==> config.mk <==
export PLATFORM = sky130hd
export DESIGN_NAME = uart_hunt_ctrl
export DESIGN_NICKNAME = d
export VERILOG_FILES = /design/src/rtl/uart_hunt_pkg.sv /design/src/rtl/uart_idle_det.sv /design/src/rtl/uart_brk_cnt.sv /design/src/rtl/uart_hunt_fsm.sv /design/src/rtl/uart_hunt_ctrl.sv
export SDC_FILE = /design/constraint.sdc
export NUM_CORES = 1
export LEC_CHECK = 0
export BUFFER_PORTS_ARGS = -buffer_cell sky130_fd_sc_hd__buf_2
export CAP_MARGIN = 20
export CORE_MARGIN = 3
export CORE_UTILIZATION = 35
export DETAILED_ROUTE_END_ITERATION = 12
export PLACE_DENSITY_LB_ADDON = 0.12
export SYNTH_ARGS = -nofsm -noshare
export SYNTH_HDL_FRONTEND = slang
export SYNTH_HIERARCHICAL = 1
export SYNTH_SLANG_ARGS = --single-unit
==> constraint.sdc <==
create_clock -name clk_i -period 4.5 [get_ports clk_i]
set_input_delay 0.9 -clock clk_i [delete_from_list [all_inputs] [get_ports clk_i]]
set_output_delay 0.9 -clock clk_i [all_outputs]
set_load 0.05 [all_outputs]
==> src/rtl/uart_hunt_pkg.sv <==
package uart_hunt_pkg;
  typedef enum logic {
    ST_HUNT = 1'b0,
    ST_RECV = 1'b1
  } hunt_st_e;

  typedef enum logic {
    RESYNC_IDLE = 1'b0,
    RESYNC_ADDR = 1'b1
  } resync_e;
endpackage

==> src/rtl/uart_idle_det.sv <==
module uart_idle_det #(
  parameter int unsigned IDLE_BITS = 10
) (
  input  logic clk_i,
  input  logic rst_ni,
  input  logic restart_i,
  input  logic bit_tick_i,
  input  logic rx_line_i,
  output logic idle_o
);
  localparam int unsigned CNT_W = $clog2(IDLE_BITS + 1);
  localparam logic [CNT_W-1:0] LAST = CNT_W'(IDLE_BITS - 1);
  localparam logic [CNT_W-1:0] FULL = CNT_W'(IDLE_BITS);

  logic [CNT_W-1:0] cnt_q;

  assign idle_o = bit_tick_i & rx_line_i & ~restart_i & (cnt_q == LAST);

  always_ff @(posedge clk_i or negedge rst_ni) begin
    if (!rst_ni) begin
      cnt_q <= '0;
    end else if (restart_i) begin
      cnt_q <= '0;
    end else if (bit_tick_i) begin
      if (!rx_line_i)        cnt_q <= '0;
      else if (cnt_q != FULL) cnt_q <= cnt_q + 1'b1;
    end
  end

  AST_IDLE_RESTART: assert property (@(posedge clk_i) disable iff (!rst_ni)
    restart_i |=> !idle_o || (cnt_q == '0 && IDLE_BITS == 1)) else $error("idle restart");
endmodule

==> src/rtl/uart_brk_cnt.sv <==
module uart_brk_cnt #(
  parameter int unsigned BRK_W = 16
) (
  input  logic             clk_i,
  input  logic             rst_ni,
  input  logic             inc_i,
  input  logic             cnt_clr_i,
  input  logic             irq_clr_i,
  output logic [BRK_W-1:0] cnt_o,
  output logic             irq_o
);
  localparam logic [BRK_W-1:0] CNT_MAX = {BRK_W{1'b1}};

  logic [BRK_W-1:0] cnt_q;
  logic             irq_q;

  always_ff @(posedge clk_i or negedge rst_ni) begin
    if (!rst_ni) begin
      cnt_q <= '0;
    end else if (cnt_clr_i) begin
      cnt_q <= '0;
    end else if (inc_i && cnt_q != CNT_MAX) begin
      cnt_q <= cnt_q + 1'b1;
    end
  end

  // a fresh event beats a simultaneous clear
  always_ff @(posedge clk_i or negedge rst_ni) begin
    if (!rst_ni)        irq_q <= 1'b0;
    else if (inc_i)     irq_q <= 1'b1;
    else if (irq_clr_i) irq_q <= 1'b0;
  end

  assign cnt_o = cnt_q;
  assign irq_o = irq_q;

  AST_CNT_SAT: assert property (@(posedge clk_i) disable iff (!rst_ni)
    (cnt_q == CNT_MAX && !cnt_clr_i) |=> cnt_q == CNT_MAX) else $error("cnt sat");
  AST_CNT_CLR: assert property (@(posedge clk_i) disable iff (!rst_ni)
    cnt_clr_i |=> cnt_q == '0) else $error("cnt clr");
  AST_IRQ_STICKY: assert property (@(posedge clk_i) disable iff (!rst_ni)
    (irq_q && !irq_clr_i) |=> irq_q) else $error("irq sticky");
  AST_INC_SETS_IRQ: assert property (@(posedge clk_i) disable iff (!rst_ni)
    inc_i |=> irq_q) else $error("irq set");
endmodule

==> src/rtl/uart_hunt_fsm.sv <==
module uart_hunt_fsm
  import uart_hunt_pkg::*;
#(
  parameter int unsigned DATA_W = 8
) (
  input  logic              clk_i,
  input  logic              rst_ni,
  input  resync_e           resync_i,
  input  logic              hunt_cmd_i,
  input  logic              idle_i,
  input  logic              char_valid_i,
  input  logic [DATA_W-1:0] char_data_i,
  input  logic              char_addr_i,
  input  logic              break_i,
  output logic              hunting_o,
  output logic              brk_inc_o,
  output logic              out_valid_o,
  output logic [DATA_W-1:0] out_data_o,
  output logic              out_addr_o,
  output logic              abort_o
);
  hunt_st_e          st_q, st_d;
  logic              open_q;
  logic              valid_q, addr_q, abort_q;
  logic [DATA_W-1:0] data_q;
  logic              addr_hit, resync, deliver;

  assign addr_hit = char_valid_i & char_addr_i & (resync_i == RESYNC_ADDR);
  assign resync   = (resync_i == RESYNC_IDLE) ? idle_i : addr_hit;
  assign deliver  = char_valid_i & ~hunt_cmd_i & ((st_q == ST_RECV) | addr_hit);

  always_comb begin
    st_d = st_q;
    if (hunt_cmd_i)                    st_d = ST_HUNT;
    else if (st_q == ST_HUNT && resync) st_d = ST_RECV;
  end

  always_ff @(posedge clk_i or negedge rst_ni) begin
    if (!rst_ni) begin
      st_q    <= ST_HUNT;
      open_q  <= 1'b0;
      valid_q <= 1'b0;
      addr_q  <= 1'b0;
      abort_q <= 1'b0;
      data_q  <= '0;
    end else begin
      st_q    <= st_d;
      valid_q <= deliver;
      abort_q <= hunt_cmd_i & (st_q == ST_RECV) & open_q;
      if (hunt_cmd_i)   open_q <= 1'b0;
      else if (deliver) open_q <= 1'b1;
      if (deliver) begin
        data_q <= char_data_i;
        addr_q <= char_addr_i;
      end
    end
  end

  assign hunting_o   = (st_q == ST_HUNT);
  assign brk_inc_o   = break_i & (st_q == ST_HUNT);
  assign out_valid_o = valid_q;
  assign out_data_o  = data_q;
  assign out_addr_o  = addr_q & valid_q;
  assign abort_o     = abort_q;

  AST_NO_CHAR_HUNT: assert property (@(posedge clk_i) disable iff (!rst_ni)
    (st_q == ST_HUNT && !addr_hit) |=> !valid_q) else $error("char in hunt");
  AST_ADDR_EXIT: assert property (@(posedge clk_i) disable iff (!rst_ni)
    (st_q == ST_HUNT && addr_hit && !hunt_cmd_i) |=> (st_q == ST_RECV && valid_q && addr_q)) else $error("addr exit");
  AST_IDLE_EXIT: assert property (@(posedge clk_i) disable iff (!rst_ni)
    (st_q == ST_HUNT && resync_i == RESYNC_IDLE && idle_i && !hunt_cmd_i) |=> st_q == ST_RECV) else $error("idle exit");
  AST_CMD_HUNT: assert property (@(posedge clk_i) disable iff (!rst_ni)
    hunt_cmd_i |=> (st_q == ST_HUNT && !valid_q)) else $error("cmd hunt");
  AST_ABORT_PULSE: assert property (@(posedge clk_i) disable iff (!rst_ni)
    abort_q |=> !abort_q) else $error("abort width");
endmodule

==> src/rtl/uart_hunt_ctrl.sv <==
module uart_hunt_ctrl
  import uart_hunt_pkg::*;
#(
  parameter int unsigned DATA_W    = 8,
  parameter int unsigned IDLE_BITS = 10,
  parameter int unsigned BRK_W     = 16
) (
  input  logic              clk_i,
  input  logic              rst_ni,
  input  logic              mode_addr_i,
  input  logic              hunt_cmd_i,
  input  logic              bit_tick_i,
  input  logic              rx_line_i,
  input  logic              char_valid_i,
  input  logic [DATA_W-1:0] char_data_i,
  input  logic              char_addr_i,
  input  logic              break_i,
  input  logic              brk_cnt_clr_i,
  input  logic              brk_irq_clr_i,
  output logic              rx_en_o,
  output logic              out_valid_o,
  output logic [DATA_W-1:0] out_data_o,
  output logic              out_addr_o,
  output logic              abort_o,
  output logic [BRK_W-1:0]  brk_cnt_o,
  output logic              brk_irq_o
);
  logic    idle, hunting, brk_inc;
  resync_e resync;

  assign resync = mode_addr_i ? RESYNC_ADDR : RESYNC_IDLE;

  uart_idle_det #(.IDLE_BITS(IDLE_BITS)) u_idle (
    .clk_i      (clk_i),
    .rst_ni     (rst_ni),
    .restart_i  (hunt_cmd_i),
    .bit_tick_i (bit_tick_i),
    .rx_line_i  (rx_line_i),
    .idle_o     (idle)
  );

  uart_hunt_fsm #(.DATA_W(DATA_W)) u_fsm (
    .clk_i        (clk_i),
    .rst_ni       (rst_ni),
    .resync_i     (resync),
    .hunt_cmd_i   (hunt_cmd_i),
    .idle_i       (idle),
    .char_valid_i (char_valid_i),
    .char_data_i  (char_data_i),
    .char_addr_i  (char_addr_i),
    .break_i      (break_i),
    .hunting_o    (hunting),
    .brk_inc_o    (brk_inc),
    .out_valid_o  (out_valid_o),
    .out_data_o   (out_data_o),
    .out_addr_o   (out_addr_o),
    .abort_o      (abort_o)
  );

  uart_brk_cnt #(.BRK_W(BRK_W)) u_brk (
    .clk_i     (clk_i),
    .rst_ni    (rst_ni),
    .inc_i     (brk_inc),
    .cnt_clr_i (brk_cnt_clr_i),
    .irq_clr_i (brk_irq_clr_i),
    .cnt_o     (brk_cnt_o),
    .irq_o     (brk_irq_o)
  );

  assign rx_en_o = ~hunting;

  AST_BRK_ONLY_HUNT: assert property (@(posedge clk_i) disable iff (!rst_ni)
    (rx_en_o && !brk_cnt_clr_i) |=> $stable(brk_cnt_o)) else $error("brk while enabled");
endmodule

==> results.py <==
metrics = {
    "run_status": {
        "outcome": "finished, final reports clean",
    },
    "synthesis": {
        "ys_async_sr_fraction_pct": 100.0,
        "synth_area_um2": 1819,
        "synth-edff-count": 0,
        "yosys.area.top_type": "dfrtp_1",
        "synth_cells": 169,
        "avgSynthCellArea_um2": 10.76,
        "synth_top_area_share_pct": 46.77,
        "synthTopCellsByArea": "dfrtp_1 (47%), mux2_4 (6.6%), a21oi_1 (3.3%)",
        "yosys_warnings": 6,
        "synth-main-ff-cell": "dfrtp_1",
        "ys_seq_elements": 34,
        "synth_cell_type_count": 48,
        "seq_area_frac_synth_pct": 46.77,
        "synth_nets": 192,
    },
    "clocking": {
        "cts.reportedPaths.clkPinSlew_ns": 0.07,
        "clkSinkCount": 34,
        "clock_path_buffers": 2,
        "postCtsSetupBuffers": 0,
        "cts_tree": "yes",
        "cts_hold_buf": 0,
        "clkLatencyLatePin_ns": 0.28,
        "root_buffer": "clkbuf_8",
        "post_cts_resized": 0,
        "cts_made_buffers": 5,
        "htree_levels": 2,
    },
    "sta": {
        "rsz0062_at_grt": "no",
        "timing.fmax_mhz": 408.0,
        "fin_crit_ns": 2.451,
        "final_max_slew_viol_count": 0,
        "hold_slack_ns": 0.4763,
        "hold_viol": 0,
        "setup_viol_count_final": 0,
        "period_share_pct": 54.46,
        "worst_pin_slew_ns": 0.7695,
        "setup_tns_ns": 0,
        "slew_headroom_pct": 48.70,
        "fin_ws_ns": 2.049,
        "skew_ns": 0.004561,
    },
    "routing": {
        "num_vias": 1485,
        "routed_wl_mm": 3.994,
        "drt_pass1_iterations": 4,
        "wl_per_cell_um": 13.87,
        "drt_iter0_drc": 100,
        "drc": 0,
        "ant_nets": 0,
        "viasPerCell": 5.156,
    },
    "worst_hold_path": {
        "worstHoldPathType": "reg -> reg",
    },
    "pwr": {
        "pwr_density_cell_nw_per_um2": 355.4,
        "peakVddDrop_uv": 197.7,
        "switchingPower_w": 0.0002412,
        "p_seq_share_pct": 43.7,
        "switching_share_pct": 30.49,
        "p_total_w": 0.0007910,
        "p_leak_nw": 1.052,
        "cell_internal_pwr_w": 0.0005498,
        "p_comb_share_pct": 21.9,
        "p_clk_share_pct": 34.4,
    },
    "placed_design": {
        "portBuffers": 47,
        "dp_slack_ns": 1.727,
        "routabilityCongestion": 0.8726,
        "dp_hpwl_mm": 2.947,
        "place_area_um2": 2120,
    },
    "final_layout": {
        "drive_above_1_share_pct": 32.13,
        "design_area_um2": 2226,
        "layout.nets": 243,
        "diodes": 0,
        "syn2layout_area_growth_pct": 22.35,
    },
    "critical_path": {
        "start_kind": "input pin",
        "cp-end-kind": "register",
        "cpPeakStageDelay_ns": 0.57,
        "required_ns": 4.67,
        "path_cells": "buf_2 -> nor2b_1 -> nand3_1 -> nor3_2 -> nand4_1 -> mux2_2",
        "critPathKind": "in -> reg",
        "crit_slowest_cell": "nor2b_1",
        "path_max_fanout": 10,
        "arrival_ns": 2.62,
    },
    "floorplanning": {
        "die_height_um": 78.10,
        "die_width_um": 78.10,
        "dieArea_um2": 6099,
        "core_area_um2": 4880,
        "io_pins": 48,
        "initial_core_util_pct": 37.28,
        "std_cell_rows": 25,
    },
    "grt": {
        "grt_pass1_vias": 1447,
        "grt_max_degree": 35,
        "grt.total_usage_pct": 14.19,
        "antenna_found_initial": 0,
        "grt_pass1_wl_mm": 6.906,
        "grt_overflow": 0,
    },
    "job": {
        "maxCapViolations": 0,
    },
}
[critical path: cells and delay by family]
family                 cells  cell delay, ns
AND/OR/NAND/NOR            4            1.35
multiplexers               1            0.29
buffers and inverters      1            0.07
[power groups by stage]
stage / registers [W] / clock network, W / logic (W)
6_report: 0.000346 / 0.000272 / 0.000173
5_1_grt: 0.000350 / 0.000296 / 0.000184
4_1_cts: 0.000346 / 0.000283 / 0.000175
3_5_place_dp: 0.000351 / 0 / 0.000176
3_3_place_gp: 0.000351 / 0 / 0.000173
2_1_floorplan: 0.000425 / 0 / 0.0000516
[per-stage QoR]
step,cells,utilization (%)
CTS,288,45.62
detailed placement,280,43.44
global placement,280,43.44
floorplan,169,-
finish,288,45.62
global route,288,45.62
[cells in the final DEF (no fill, tap or decap), types with 2 or more instances in the layout]
cell,synthesis,layout
a21oi_1,12,12
a31oi_1,3,3
and2_1,3,3
and3_1,3,3
buf_2,0,47
clkbuf_1,1,2
clkbuf_8,0,5
dfrtp_1,34,34
ha_1,4,4
inv_1,10,10
mux2_4,8,8
nand2_1,10,10
nand3_1,10,10
nand4_1,5,5
nor2_1,4,4
nor2b_1,5,5
nor3_1,3,3
nor4_1,4,4
o21a_1,3,3
o21ai_0,9,9
o31a_1,3,3
o31ai_1,2,2
or3_1,5,5
[sequential cells by signal, summed over array words and instances, names as in the netlist]
| signal | cells |
|---|---|
| u_brk/cnt_o | 16 |
| u_brk/irq_o | 1 |
| u_fsm/abort_o | 1 |
| u_fsm/addr_q | 1 |
| u_fsm/open_q | 1 |
| u_fsm/out_data_o | 8 |
| u_fsm/out_valid_o | 1 |
| u_fsm/st_q | 1 |
| u_idle/cnt_q | 4 |
[routing by layer]
metal | up-vias | global-route usage [%] | share of wire, %
li1 | 737 | - | -
met1 | 706 | 19.55 | 47
met2 | 38 | 21.58 | 47
met3 | 4 | 4.243 | 5.1
met4 | 0 | 4.196 | 1.1
met5 | - | 0 | 0
[cells by family (layout without fill, tap and decap cells)]
kind of cell | after synthesis | after routing | share of synthesized area [%]
adder cells (fa/ha/maj) | 4 | 4 | 2.751
AO/OA/AOI/OAI | 42 | 42 | 15.20
AND/OR/NAND/NOR | 65 | 65 | 23.80
multiplexers | 11 | 11 | 8.391
buffers and inverters | 13 | 65 | 3.095
flip-flops | 34 | 34 | 46.77
[cell usage after synthesis, types with 2 or more instances]
| master | instances |
|---|---|
| o31a_1 | 3 |
| dfrtp_1 | 34 |
| nor4_1 | 4 |
| nor2b_1 | 5 |
| a31oi_1 | 3 |
| nand2_1 | 10 |
| inv_1 | 10 |
| nand4_1 | 5 |
| and2_1 | 3 |
| buf_4 | 2 |
| a21oi_1 | 12 |
| nand3_1 | 10 |
| or3_1 | 5 |
| mux2_4 | 8 |
| o31ai_1 | 2 |
| ha_1 | 4 |
| o21ai_0 | 9 |
| nor2_1 | 4 |
| and3_1 | 3 |
| nor3_1 | 3 |
| o21a_1 | 3 |
[worst paths after layout]
kind	from	endpoint	slack, ns	depth (start not counted)
max	break_i	u_brk/cnt_o[15]	2.05	6
min	u_brk/irq_o	u_brk/irq_o	0.48	1
max reg2reg	u_fsm/st_q	u_brk/cnt_o[15]	2.27	5
min reg2reg	u_brk/irq_o	u_brk/irq_o	0.48	1
max in group asynchronous	rst_ni	u_fsm/out_data_o[3]	3.33	1
min in group asynchronous	rst_ni	u_brk/cnt_o[7]	0.69	1
[final cells by class]
type | instances | area (um2)
Timing Repair Buffer | 47 | 235.2
Tap cell | 67 | 83.83
Fill cell | 492 | 2654
Clock inverter | 1 | 30.03
Sequential cell | 34 | 850.8
Multi-Input combinational cell | 122 | 912.1
Inverter | 10 | 37.54
Clock buffer | 7 | 76.32
Note: power is estimated with default switching activity, not from simulation.
